File: src/rtl/chan_mode_relay_pkg.sv
package chan_mode_relay_pkg;

    localparam int PCM_W  = 8;
    localparam int ADP_W  = 4;
    localparam int RATE_W = 3;

    typedef enum logic [1:0] {
        MODE_RST = 2'b00,
        MODE_BYP = 2'b01,
        MODE_R24 = 2'b10,
        MODE_R32 = 2'b11
    } mode_e;

    typedef struct packed {
        logic [PCM_W-1:0] pcm;
        logic [ADP_W-1:0] adp;
    } chan_word_t;

    localparam logic [ADP_W-1:0] NARROW_MASK = {{(ADP_W-1){1'b1}}, 1'b0};

    // Stand-in for the compression arithmetic: fold the octet halves.
    function automatic logic [ADP_W-1:0] stub_encode(input logic [PCM_W-1:0] oct);
        return oct[PCM_W-1 -: ADP_W] ^ oct[ADP_W-1:0];
    endfunction

    // Stand-in for the expansion arithmetic: word and its complement.
    function automatic logic [PCM_W-1:0] stub_decode(input logic [ADP_W-1:0] w);
        return {w, ~w};
    endfunction

    function automatic logic [RATE_W-1:0] rate_of(input mode_e m);
        logic [RATE_W-1:0] r;
        case (m)
            MODE_R32: r = RATE_W'(ADP_W);
            MODE_R24: r = RATE_W'(ADP_W - 1);
            default:  r = '0;
        endcase
        return r;
    endfunction

endpackage

File: src/rtl/mcr_core_stub.sv
module mcr_core_stub
    import chan_mode_relay_pkg::*;
(
    input  mode_e      mode,
    input  chan_word_t work,
    output chan_word_t res
);
    logic [ADP_W-1:0] enc_full;
    logic [ADP_W-1:0] adp_narrow;
    logic [PCM_W-1:0] byp_pcm;

    assign enc_full   = stub_encode(work.pcm);
    assign adp_narrow = work.adp & NARROW_MASK;
    assign byp_pcm    = {work.adp, {(PCM_W-ADP_W){1'b0}}};

    always_comb begin
        res = '0;
        case (mode)
            MODE_R32: begin
                res.adp = enc_full;
                res.pcm = stub_decode(work.adp);
            end
            MODE_R24: begin
                res.adp = enc_full & NARROW_MASK;
                res.pcm = stub_decode(adp_narrow);
            end
            MODE_BYP: begin
                res.adp = work.pcm[PCM_W-1 -: ADP_W];
                res.pcm = byp_pcm;
            end
            default: res = '0;
        endcase
    end
endmodule

File: src/rtl/mcr_chan_pipe.sv
module mcr_chan_pipe
    import chan_mode_relay_pkg::*;
(
    input  logic              clk,
    input  logic              rst,
    input  logic              frm_pulse,
    input  logic [1:0]        mode_in,
    input  logic [PCM_W-1:0]  pcm_in,
    input  logic [ADP_W-1:0]  adp_in,
    output logic [PCM_W-1:0]  pcm_out,
    output logic [ADP_W-1:0]  adp_out,
    output logic [RATE_W-1:0] rate_sel
);
    chan_word_t        load_q;
    chan_word_t        work_q;
    chan_word_t        out_q;
    chan_word_t        res;
    mode_e             mode_q;
    mode_e             mode_now;
    logic [RATE_W-1:0] rate_q;

    assign mode_now = mode_e'(mode_in);

    mcr_core_stub u_core (
        .mode (mode_q),
        .work (work_q),
        .res  (res)
    );

    always_ff @(posedge clk) begin
        if (rst) begin
            load_q <= '0;
            work_q <= '0;
            out_q  <= '0;
            mode_q <= MODE_RST;
            rate_q <= '0;
        end else if (frm_pulse) begin
            load_q.pcm <= pcm_in;
            load_q.adp <= adp_in;
            work_q     <= load_q;
            out_q      <= res;
            mode_q     <= mode_now;
            rate_q     <= rate_of(mode_now);
        end
    end

    assign pcm_out  = out_q.pcm;
    assign adp_out  = out_q.adp;
    assign rate_sel = rate_q;
endmodule

File: src/rtl/mcr_reset_detect.sv
module mcr_reset_detect #(
    parameter int NCH        = 2,
    parameter int RST_FRAMES = 4
) (
    input  logic           clk,
    input  logic           rst,
    input  logic           frm_pulse,
    input  logic [NCH-1:0] chan_zero,
    output logic           reset_req,
    output logic           part_rst_err
);
    localparam int CNT_W = $clog2(RST_FRAMES) + 1;
    localparam logic [CNT_W-1:0] CNT_MAX = '1;
    localparam logic [CNT_W-1:0] CNT_HIT = CNT_W'(RST_FRAMES);

    logic [CNT_W-1:0] cnt_q;
    logic [CNT_W-1:0] cnt_nx;
    logic             all_zero;
    logic             some_zero;

    assign all_zero  = &chan_zero;
    assign some_zero = |chan_zero;
    assign cnt_nx    = (cnt_q == CNT_MAX) ? cnt_q : cnt_q + 1'b1;

    always_ff @(posedge clk) begin
        if (rst) begin
            cnt_q        <= '0;
            reset_req    <= 1'b0;
            part_rst_err <= 1'b0;
        end else if (frm_pulse) begin
            part_rst_err <= some_zero & ~all_zero;
            if (all_zero) begin
                cnt_q     <= cnt_nx;
                reset_req <= (cnt_nx >= CNT_HIT);
            end else begin
                cnt_q     <= '0;
                reset_req <= 1'b0;
            end
        end
    end
endmodule

File: src/rtl/chan_mode_relay.sv
module chan_mode_relay
    import chan_mode_relay_pkg::*;
#(
    parameter int NCH        = 2,
    parameter int RST_FRAMES = 4
) (
    input  logic                          clk,
    input  logic                          rst,
    input  logic                          frm_pulse,
    input  logic [NCH-1:0][1:0]           mode_in,
    input  logic [NCH-1:0][PCM_W-1:0]     pcm_in,
    input  logic [NCH-1:0][ADP_W-1:0]     adp_in,
    output logic [NCH-1:0][PCM_W-1:0]     pcm_out,
    output logic [NCH-1:0][ADP_W-1:0]     adp_out,
    output logic [NCH-1:0][RATE_W-1:0]    rate_sel,
    output logic                          reset_req,
    output logic                          part_rst_err
);
    logic [NCH-1:0] chan_zero;

    for (genvar ch = 0; ch < NCH; ch++) begin : g_chan
        assign chan_zero[ch] = (mode_in[ch] == MODE_RST);

        mcr_chan_pipe u_pipe (
            .clk       (clk),
            .rst       (rst),
            .frm_pulse (frm_pulse),
            .mode_in   (mode_in[ch]),
            .pcm_in    (pcm_in[ch]),
            .adp_in    (adp_in[ch]),
            .pcm_out   (pcm_out[ch]),
            .adp_out   (adp_out[ch]),
            .rate_sel  (rate_sel[ch])
        );
    end

    mcr_reset_detect #(
        .NCH        (NCH),
        .RST_FRAMES (RST_FRAMES)
    ) u_rdet (
        .clk          (clk),
        .rst          (rst),
        .frm_pulse    (frm_pulse),
        .chan_zero    (chan_zero),
        .reset_req    (reset_req),
        .part_rst_err (part_rst_err)
    );
endmodule

File: config.mk
export PLATFORM = sky130hd
export DESIGN_NAME = chan_mode_relay
export DESIGN_NICKNAME = d
export VERILOG_FILES = /design/src/rtl/chan_mode_relay_pkg.sv /design/src/rtl/mcr_core_stub.sv /design/src/rtl/mcr_chan_pipe.sv /design/src/rtl/mcr_reset_detect.sv /design/src/rtl/chan_mode_relay.sv
export SDC_FILE = /design/constraint.sdc
export NUM_CORES = 1
export LEC_CHECK = 0
export ABC_AREA = 1
export ABC_CLOCK_PERIOD_IN_PS = 1350
export BUFFER_PORTS_ARGS = -buffer_cell sky130_fd_sc_hd__buf_4
export CAP_MARGIN = 30
export CORE_ASPECT_RATIO = 1.2
export CORE_MARGIN = 2
export CORE_UTILIZATION = 45
export CTS_BUF_LIST = sky130_fd_sc_hd__clkbuf_8
export CTS_CLUSTER_DIAMETER = 40
export DETAILED_ROUTE_END_ITERATION = 12
export GPL_ROUTABILITY_DRIVEN = 0
export PLACE_DENSITY = 0.67
export RECOVER_POWER = 100
export SYNTH_ARGS = -nofsm -noshare
export SYNTH_HDL_FRONTEND = slang
export SYNTH_SLANG_ARGS = --single-unit
export TNS_END_PERCENT = 30
File: constraint.sdc
create_clock -name clk -period 1.35 [get_ports clk]
set_input_delay 0.27 -clock clk [delete_from_list [all_inputs] [get_ports clk]]
set_output_delay 0.27 -clock clk [all_outputs]
set_load 0.01 [all_outputs]
==> summary.txt, run 1 <==
Run status
  – Status: finished clean

Drt
  – Drc violations: 0
  – Via count: ~2,700
  – WL per Instance: around 12 µm
  – DR vias/cell: ~5
  – DRT Pass-1 Iters: 4
  – Final WL: approximately 6600 µm
  – 1st-iter DRT viols: ~150
  – Remaining antenna violation count: 0

Timing
  – Setup TNS: 0 ns
  – Setup violations, final: 0
  – Rel. slew slack: 59.1%
  – Final worst-path cycle share: 85.9%
  – Fmax: roughly 860 MHz
  – Slew Viols, Final: 0
  – Fin crit period: ~1.2 ns
  – Worst-Margin Slew: between 0.6 and 0.7 ns
  – Clock Skew: 0.00800 ns
  – Hold Vio Cnt, Final: 0
  – Final Hold Slack: between 0.1 and 0.15 ns
  – Unrepaired setup endpoints after global routing: no

Cells and area
  – Layout area overhead: 19.9%
  – FILL cells: about 640
  – Finished Core Util: 55.3%
  – Final instance area: 3770 µm²
  – Nets: 484
  – Ant diodes: 0
  – Share of cells above drive strength 1: between 10 and 15%

Logic synthesis
  – Post-synthesis sequential area ratio: ~53%
  – Netlist cell types: 23
  – Yosys warns: 0
  – Synthesized area per cell: roughly 8 µm²
  – Post-Syn Area: roughly 3100 µm²
  – Synthesized Nets: roughly 430
  – Syn Inst Count: 394
  – Synth Register Bits: 84

Die
  – Core Area: between 6000 and 7000 µm²
  – Die Y: about 96 µm
  – Initial core utilization: approximately 46%
  – Cell Rows: 33
  – Top Ports: 63
  – Die X: ~80 µm
  – Die ar.: between 7000 and 8000 µm²

Clocking
  – Clock root cell: clkbuf_8
  – CTS Hold Bufs: 0
  – Clk buf depth: 2
  – CTS tree: built
  – Clock Latency Late Sink: 0.34 ns
  – CTS resizes: 0
  – Sinks on Clock Net: 84
  – Post-CTS Setup Repair Bufs: 0
  – Clock slew at reported path FFs: ~0.08 ns
  – Inserted Clock Buffers: 9
  – CTS H-tree lvls: 3

Worst setup path
  – Slowest CP cell: dfxtp_1
  – Cell family with most CP delay: flip-flops
  – Crit-path cells: clkbuf_1
  – Worst Setup EP: reset_req
  – Critical setup path kind: reg2out
  – CP max stage delay: 0.36 ns
  – FF-to-FF path depth: 5
  – CP arrival: about 0.89 ns
  – Crit path from: u_rdet.cnt_q[2]
  – Crit-path max FO: 3
  – Crit. path cell count: 1
  – CP Launch Type: flop
  – Crit end category: output pin
  – CP Buf/Inv Count: 1
  – R2r startpoint: u_rdet.cnt_q[0]
  – Reg2Reg Setup Slack: roughly 0.32 ns
  – Critical R2R Capture: u_rdet.cnt_q[0]
  – CP required: roughly 1.1 ns

GRT
  – Vias in the first global route: approximately 2,400
  – First-pass GRT wire length: ~11,000 µm
  – Initial antenna violation count: 0
  – Gr usage total: about 18%
  – GRT overflow: 0
  – Pin count of the biggest net entering global routing: 59

Placed design
  – DP Area: ~3700 µm²
  – Post-DP HPWL: 4370 µm
  – PortBufs: 62

Hold path
  – Worst hold path class: in2reg
  – Hold Crit Depth: 3

Power
  – VDD IR max: about 670 µV
  – PD cells: between 1000 and 1500 nW/µm²
  – Leak: 0.00157 µW

Flow run
  – Max-Cap Viols: 0
-- worst min-delay path by stage --
stage / start / to / slack (ns)
after floorplan: adp_in[0] / g_chan[0].u_pipe.load_q[0] / 0.40
after global placement: g_chan[1].u_pipe.adp_out[0] / g_chan[1].u_pipe.adp_out[0] / 0.45
after detailed placement: g_chan[0].u_pipe.pcm_out[0] / g_chan[0].u_pipe.pcm_out[0] / 0.46
after CTS: pcm_in[14] / g_chan[1].u_pipe.load_q[10] / 0.14
after global routing: pcm_in[14] / g_chan[1].u_pipe.load_q[10] / 0.14
final: adp_in[3] / g_chan[0].u_pipe.load_q[3] / 0.15
-- layout make-up --
type                    count  area (µm²)  area share [%]
well taps                  87         109            2.89
clock buffers              10         138            3.65
clock inverters             5         101            2.69
inverters                  11        41.3            1.10
multi-input cells         272        1260            33.5
repair buffers             73         434            11.5
flip-flops and latches     84        1680            44.6
-- power by group --
| part | leakage, µW | internal [µW] | switching, µW |
|---|---|---|---|
| registers | 0.000691 | 2610 | 75.3 |
| clock network | 0.000120 | 1260 | 832 |
| logic | 0.000758 | 194 | 268 |
| total | 0.00157 | 4060 | 1170 |
-- cell usage after synthesis --
cell type   n  area, µm²
a21oi_2     1       8.76
ha_1        2       25.0
a21oi_1    34        170
nand3_1    18       90.1
dfxtp_1    84       1680
buf_2      11       55.1
nand2_2     1       6.26
buf_6       3       33.8
nand2_1    52        195
xor2_1      1       8.76
nand3b_4    1       20.0
buf_1       2       7.51
buf_4       2       15.0
nand2_4     5       56.3
o21ai_1     1       5.00
o21ai_0    52        260
inv_2       1       3.75
inv_1      10       37.5
clkbuf_1    9       33.8
nor2_1     95        357
nor3_1      1       5.00
a2bb2oi_1   7       61.3
nand3b_1    1       7.51
-- tightest hold or removal path, stage by stage --
cell and delay (ns):
buf_4 0.08, nor2_1 0.03, nor2_1 0.08
-- metrics by stage --
stage / instances / total power, µW / setup slack [ns]
3_3_place_gp: 527 / 3220 / 0.205
4_1_cts: 542 / 5320 / 0.215
3_5_place_dp: 527 / 3240 / 0.181
6_report: 542 / 5240 / 0.190
5_1_grt: 542 / 5440 / 0.132
2_1_floorplan: 394 / 3030 / 0.414
-- logic make-up after synthesis --
group / after synthesis / synth area share (%)
and+or+nand+nor: 174 / 23.4
xor gates and xnor gates: 1 / 0.279
DFF: 84 / 53.5
AOI/OAI and AO/OA: 95 / 16.1
adders and majority gates: 2 / 0.796
buffers and inverters: 38 / 5.93
-- state kept, by name (all words and copies together) (netlist names) --
signal and cells:
g_chan.u_pipe.mode_q 4, g_chan.u_pipe.work_q 24, g_chan.u_pipe.pcm_out 16, u_rdet.part_rst_err 1
g_chan.u_pipe.load_q 24, g_chan.u_pipe.rate_sel 4, g_chan.u_pipe.adp_out 8, u_rdet.cnt_q 3
-- placed cells by master (no fill, tap or decap), drive strengths merged --
cell type / Yosys / final
nand2: 58 / 58
a2bb2oi: 7 / 7
clkinvlp: 0 / 1
xor2: 1 / 1
ha: 2 / 2
inv: 11 / 12
o21ai: 53 / 53
nand3b: 2 / 2
a21oi: 35 / 35
dfxtp: 84 / 84
nor2: 95 / 95
nor3: 1 / 1
clkbuf: 9 / 46
bufinv: 0 / 3
buf: 18 / 37
nand3: 18 / 18
-- metal layers --
metal	GRT usage, %	part of all wire (%)	vias to the layer above
met5	0	0	-
met4	9.60	2.8	0
met3	2.75	4.4	18
met2	27.3	44	64
met1	25.3	49	1211
li1	-	-	1395
Note: power is estimated with default switching activity, not from simulation.
==> inputs of run 2 (changes only) <==
--- a/config.mk
+++ b/config.mk
@@ -16,7 +16,7 @@
 export CTS_CLUSTER_DIAMETER = 40
 export DETAILED_ROUTE_END_ITERATION = 12
 export GPL_ROUTABILITY_DRIVEN = 0
-export PLACE_DENSITY = 0.67
+export PLACE_DENSITY_LB_ADDON = 0.08
 export RECOVER_POWER = 100
 export SYNTH_ARGS = -nofsm -noshare
 export SYNTH_HDL_FRONTEND = slang
==> run 2 against run 1 <==
Critical path depth is the same; clock power is 19% lower; setup slack lost 0.022 ns; cell area down 0.60%; power is 7.6% lower; register-to-register slack about the same; hold slack lost 0.011 ns; critical path type unchanged; highest routed layer unchanged.
==> summary.txt, run 2 (synthesis results as in run 1) <==
Run status
  – Status: finished clean

Timing
  – Clock Skew: 0.00723 ns (-0.000772 ns)
  – Hold Vio Cnt, Final: 0 (unchanged)
  – Final worst-path cycle share: 87.5% (+1.6 points)
  – Fin crit period: 1.18 ns (+0.0219 ns)
  – Fmax: 846 MHz (-1.9%)
  – Slew Viols, Final: 0 (unchanged)
  – Rel. slew slack: 59.8% (+0.69 points)
  – Worst-Margin Slew: 0.603 ns (-0.0103 ns)
  – Setup violations, final: 0 (unchanged)
  – Setup TNS: 0 ns (unchanged)
  – Unrepaired setup endpoints after global routing: no

Flow run
  – Max-Cap Viols: 0 (unchanged)

Clocking
  – Clock slew at reported path FFs: 0.08 ns (about the same)
  – CTS tree: built
  – CTS Hold Bufs: 0 (unchanged)
  – CTS resizes: 0 (unchanged)
  – CTS H-tree lvls: 3 (unchanged)
  – Clock Latency Late Sink: 0.35 ns (about the same)
  – Clk buf depth: 2 (unchanged)
  – Post-CTS Setup Repair Bufs: 0 (unchanged)
  – Clock root cell: clkbuf_8
  – Inserted Clock Buffers: 9 (unchanged)
  – Sinks on Clock Net: 84 (unchanged)

Die
  – Top Ports: 63 (unchanged)
  – Die X: 80.3 µm (unchanged)
  – Cell Rows: 33 (unchanged)
  – Initial core utilization: 46.2% (unchanged)
  – Die Y: 95.6 µm (unchanged)
  – Die ar.: 7670 µm² (unchanged)
  – Core Area: 6810 µm² (unchanged)

Placed design
  – PortBufs: 62 (unchanged)
  – Post-DP HPWL: 4390 µm (+0.57%)

Drt
  – Drc violations: 0 (unchanged)
  – Via count: 2,638 (-1.9%)
  – Remaining antenna violation count: 0 (unchanged)
  – 1st-iter DRT viols: 112 (-27%)
  – DRT Pass-1 Iters: 4 (unchanged)
  – WL per Instance: 12.3 µm (+0.97%)
  – DR vias/cell: 4.87 (-1.9%)
  – Final WL: 6660 µm (+0.97%)

Power
  – Leak: 0.00157 µW (+0.31%)
  – Clock share of power: 34.9% (-5.1 points)
  – Net Sw Frac: 23.9% (+1.5 points)
  – Int Pwr: 3680 µW (-9.4%)
  – PD cells: 1290 nW/µm² (-7.1%)
  – Switching pwr: 1160 µW (-1.4%)
  – Sequential share of power: 55.4% (+4.2 points)
  – VDD IR max: 813 µV (+22%)
  – Comb power frac: 9.7% (+0.9 points)

Cells and area
  – Commonest cells after routing, fill and taps aside: nor2_1, dfxtp_1, o21ai_0, nand2_1, a21oi_1
  – Share of cells above drive strength 1: 13.2% (-0.44 points)
  – Layout area overhead: 19.1%
  – Commonest non-fill, non-tap cell in the layout: nor2_1
  – Finished Core Util: 55.0% (-0.33 points)
  – Nets: 484 (unchanged)
  – FILL cells: 712 (+12%)
  – Ant diodes: 0 (unchanged)

GRT
  – Initial antenna violation count: 0 (unchanged)
  – Gr usage total: 18.6% (+0.44 points)
  – Vias in the first global route: 2,443 (+0.70%)
  – Pin count of the biggest net entering global routing: 59 (unchanged)
  – First-pass GRT wire length: 11,100 µm (+0.50%)
  – GRT overflow: 0 (unchanged)

Worst setup path
  – Crit-path cells: clkbuf_1
  – CP Buf/Inv Count: 1 (unchanged)
  – Crit-path max FO: 3 (unchanged)
  – Slowest CP cell: dfxtp_1
  – CP required: 1.08 ns (about the same)
  – CP max stage delay: 0.39 ns (+0.03 ns)
  – CP arrival: 0.91 ns (+0.02 ns)
  – Critical setup path kind: reg2out
  – Crit end category: output pin
  – Cell family with most CP delay: flip-flops
  – CP Launch Type: flop

Hold path
  – Worst hold path class: in2reg
run 2: area by class of cell:
class | count | area, µm² | share of cell area, %
Clock inverter | 5 | 46.3 | 1.24
Clock buffer | 10 | 138 | 3.67
Sequential cell | 84 | 1680 | 44.9
Multi-Input combinational cell | 272 | 1280 | 34.1
Timing Repair Buffer | 73 | 454 | 12.1
Inverter | 11 | 41.3 | 1.10
Tap cell | 87 | 109 | 2.91
run 2: metrics by stage:
step	hold slack (ns)	power [µW]	instance area (µm²)	instances	setup slack, ns
CTS	0.122	4920	3890	542	0.170
global route	0.132	5070	3750	542	0.105
floorplan	0.405	3030	3140	394	0.414
finish	0.136	4840	3750	542	0.168
detailed placement	0.453	3240	3710	527	0.181
global placement	0.453	3230	3710	527	0.208
run 2: routing by layer:
metal	GRT usage, %	vias up	wire, µm
li1	-	1394	-
met1	24.9	1177	3410
met2	28.1	54	2790
met3	3.79	13	290
met4	10.5	0	168
met5	0	-	0
run 2: path summary, 6_finish.rpt:
check / from / to / slack, ns / depth (start not counted)
hold / removal: pcm_in[10] / g_chan[1].u_pipe.load_q[6] / 0.14 / 3
setup reg to reg: u_rdet.cnt_q[0] / u_rdet.cnt_q[0] / 0.32 / 5
setup / recovery: u_rdet.cnt_q[2] / reset_req / 0.17 / 1
hold reg to reg: g_chan[1].u_pipe.rate_sel[2] / g_chan[1].u_pipe.rate_sel[2] / 0.46 / 2
run 2: power by group through the flow:
| stage | clock (µW) | combinational (µW) | sequential (µW) |
|---|---|---|---|
| floorplan | 0 | 301 | 2730 |
| global placement | 0 | 499 | 2740 |
| detailed placement | 0 | 503 | 2740 |
| CTS | 1740 | 508 | 2680 |
| global route | 1830 | 537 | 2700 |
| finish | 1690 | 472 | 2680 |
==> inputs of run 3 (changes only) <==
--- a/config.mk
+++ b/config.mk
@@ -6,7 +6,7 @@
 export NUM_CORES = 1
 export LEC_CHECK = 0
 export ABC_AREA = 1
-export ABC_CLOCK_PERIOD_IN_PS = 1350
+export ABC_CLOCK_PERIOD_IN_PS = 1400
 export BUFFER_PORTS_ARGS = -buffer_cell sky130_fd_sc_hd__buf_4
 export CAP_MARGIN = 30
 export CORE_ASPECT_RATIO = 1.2
==> constraint.sdc (replaced) <==
create_clock -name clk -period 1.4 [get_ports clk]
set_input_delay 0.28 -clock clk [delete_from_list [all_inputs] [get_ports clk]]
set_output_delay 0.28 -clock clk [all_outputs]
set_load 0.01 [all_outputs]
==> run 3 against run 2 <==
Sequential share of layout area is 0.45 points higher; setup slack gained 0.035 ns; register-to-register slack worse by 0.11 ns; critical path type unchanged; largest cell class unchanged; highest routed layer unchanged.
==> summary.txt, run 3 (synthesis results as in run 1) <==
Placed design
  – PortBufs: 62 (unchanged)
  – DP Area: 3670 µm² (-0.95%)
  – Dpl ws: 0.255 ns (+0.0735 ns)
  – Post-DP HPWL: 4320 µm (-1.7%)

GRT
  – Pin count of the biggest net entering global routing: 59 (unchanged)
  – First-pass GRT wire length: 11,100 µm (+0.75%)
  – Gr usage total: 18.7% (about the same)
  – Vias in the first global route: 2,325 (-4.8%)
  – GRT overflow: 0 (unchanged)
  – Initial antenna violation count: 0 (unchanged)

Clocking
  – Clock slew at reported path FFs: 0.08 ns (about the same)
  – Sinks on Clock Net: 84 (unchanged)
  – CTS tree: built
  – Clock root cell: clkbuf_8
  – Clock Latency Late Sink: 0.35 ns (about the same)
  – Inserted Clock Buffers: 9 (unchanged)
  – CTS Hold Bufs: 0 (unchanged)
  – Clk buf depth: 2 (unchanged)
  – CTS H-tree lvls: 3 (unchanged)
  – CTS resizes: 0 (unchanged)
  – Post-CTS Setup Repair Bufs: 0 (unchanged)

Power
  – VDD IR max: 741 µV (-8.9%)
  – PD cells: 1270 nW/µm² (-1.6%)
  – Leak: 0.00154 µW (-2.0%)

Timing
  – Final worst-path cycle share: approximately 85%
  – Setup TNS: 0 ns (unchanged)
  – Final setup margin: 0.204 ns (+0.0353 ns)
  – Slew Viols, Final: 0 (unchanged)
  – Unrepaired setup endpoints after global routing: no
  – Clock Skew: 0.00983 ns (+0.00260 ns)
  – Rel. slew slack: 58.9% (-0.88 points)
  – Fmax: 836 MHz
  – Fin crit period: about 1.2 ns
  – Worst-Margin Slew: 0.616 ns (+0.0132 ns)
  – Setup violations, final: 0 (unchanged)
  – Hold Vio Cnt, Final: 0 (unchanged)

Worst setup path
  – CP max stage delay: 0.40 ns (about the same)
  – CP Launch Type: flop
  – R2r startpoint: g_chan[0].u_pipe.mode_q[1]
  – Crit path from: u_rdet.cnt_q[2]
  – CP arrival: 0.92 ns (about the same)
  – Cell family with most CP delay: flip-flops
  – Crit-path max FO: 3 (unchanged)
  – CP Buf/Inv Count: 1 (unchanged)
  – Crit-path cells: clkbuf_1
  – CP required: 1.12 ns (+0.04 ns)
  – Slowest CP cell: dfxtp_1
  – Critical setup path kind: reg2out
  – Crit end category: output pin

Drt
  – Drc violations: 0 (unchanged)
  – DR vias/cell: 4.90 (+0.67%)
  – Final WL: 6670 µm (+0.24%)
  – Via count: 2,646 (+0.30%)
  – 1st-iter DRT viols: 141 (+26%)
  – WL per Instance: 12.4 µm (+0.61%)
  – DRT Pass-1 Iters: 4 (unchanged)
  – Remaining antenna violation count: 0 (unchanged)

Flow run
  – Max-Cap Viols: 0 (unchanged)

Die
  – Top Ports: 63 (unchanged)
  – Initial core utilization: 46.2% (unchanged)
  – Die Y: 95.6 µm (unchanged)
  – Die ar.: 7670 µm² (unchanged)
  – Die X: 80.3 µm (unchanged)
  – Cell Rows: 33 (unchanged)
  – Core Area: 6810 µm² (unchanged)

Cells and area
  – Ant diodes: 0 (unchanged)
  – Commonest cells after routing, fill and taps aside: nor2_1, dfxtp_1, o21ai_0, nand2_1, clkbuf_1
  – Layout area overhead: 17.9%
  – Final instance area: 3710 µm² (-1.0%)
  – FILL cells: 715 (+0.42%)
  – Commonest non-fill, non-tap cell in the layout: nor2_1
  – Nets: 481 (-0.62%)
  – Share of cells above drive strength 1: 12.4% (-0.82 points)

Hold path
  – Worst hold path class: in2reg
  – Critical hold path startpoint: pcm_in[6]

Run status
  – Status: finished clean
## run 3: per-stage QoR
step / cells / power [µW] / utilization (%) / hold WS [ns]
floorplan: 394 / 2930 / - / 0.415
global placement: 524 / 3110 / 53.9 / 0.454
detailed placement: 524 / 3110 / 53.9 / 0.459
CTS: 540 / 4800 / 56.7 / 0.129
global route: 540 / 4940 / 54.4 / 0.134
finish: 540 / 4720 / 54.4 / 0.145
## run 3: final timing paths
kind / endpoint / slack [ns] / cells after the start
min reg2reg: g_chan[0].u_pipe.adp_out[2] / 0.47 / 2
min: g_chan[0].u_pipe.load_q[10] / 0.14 / 3
max reg2reg: g_chan[0].u_pipe.adp_out[1] / 0.21 / 4
max: reset_req / 0.20 / 1
## run 3: layout make-up
type                    instances  area (µm²)  area share [%]
clock buffers                  10         138            3.71
repair buffers                 70         414            11.2
inverters                      11        41.3            1.11
clock inverters                 6        56.3            1.52
multi-input cells             272        1270            34.2
well taps                      87         109            2.94
flip-flops and latches         84        1680            45.3
## run 3: power by group
part	internal, µW	switching (µW)
combinational	183	249
sequential	2510	78.5
clock	858	834
total	3550	1160
## run 3: metal layers
metal  vias to the layer above  routed length (µm)  GRT usage (%)
met5                         -                   0              0
met4                         0                 147           10.2
met3                        11                 296           2.84
met2                        64                2710           25.8
met1                      1175                3520           27.6
li1                       1396                   -              -
## run 3: worst register-to-register path, stage by stage, from the launching register on
cell and delay, ns:
dfxtp_1 0.56, nand2_1 0.22, nand2_4 0.15, nand3_1 0.09, a21oi_1 0.12
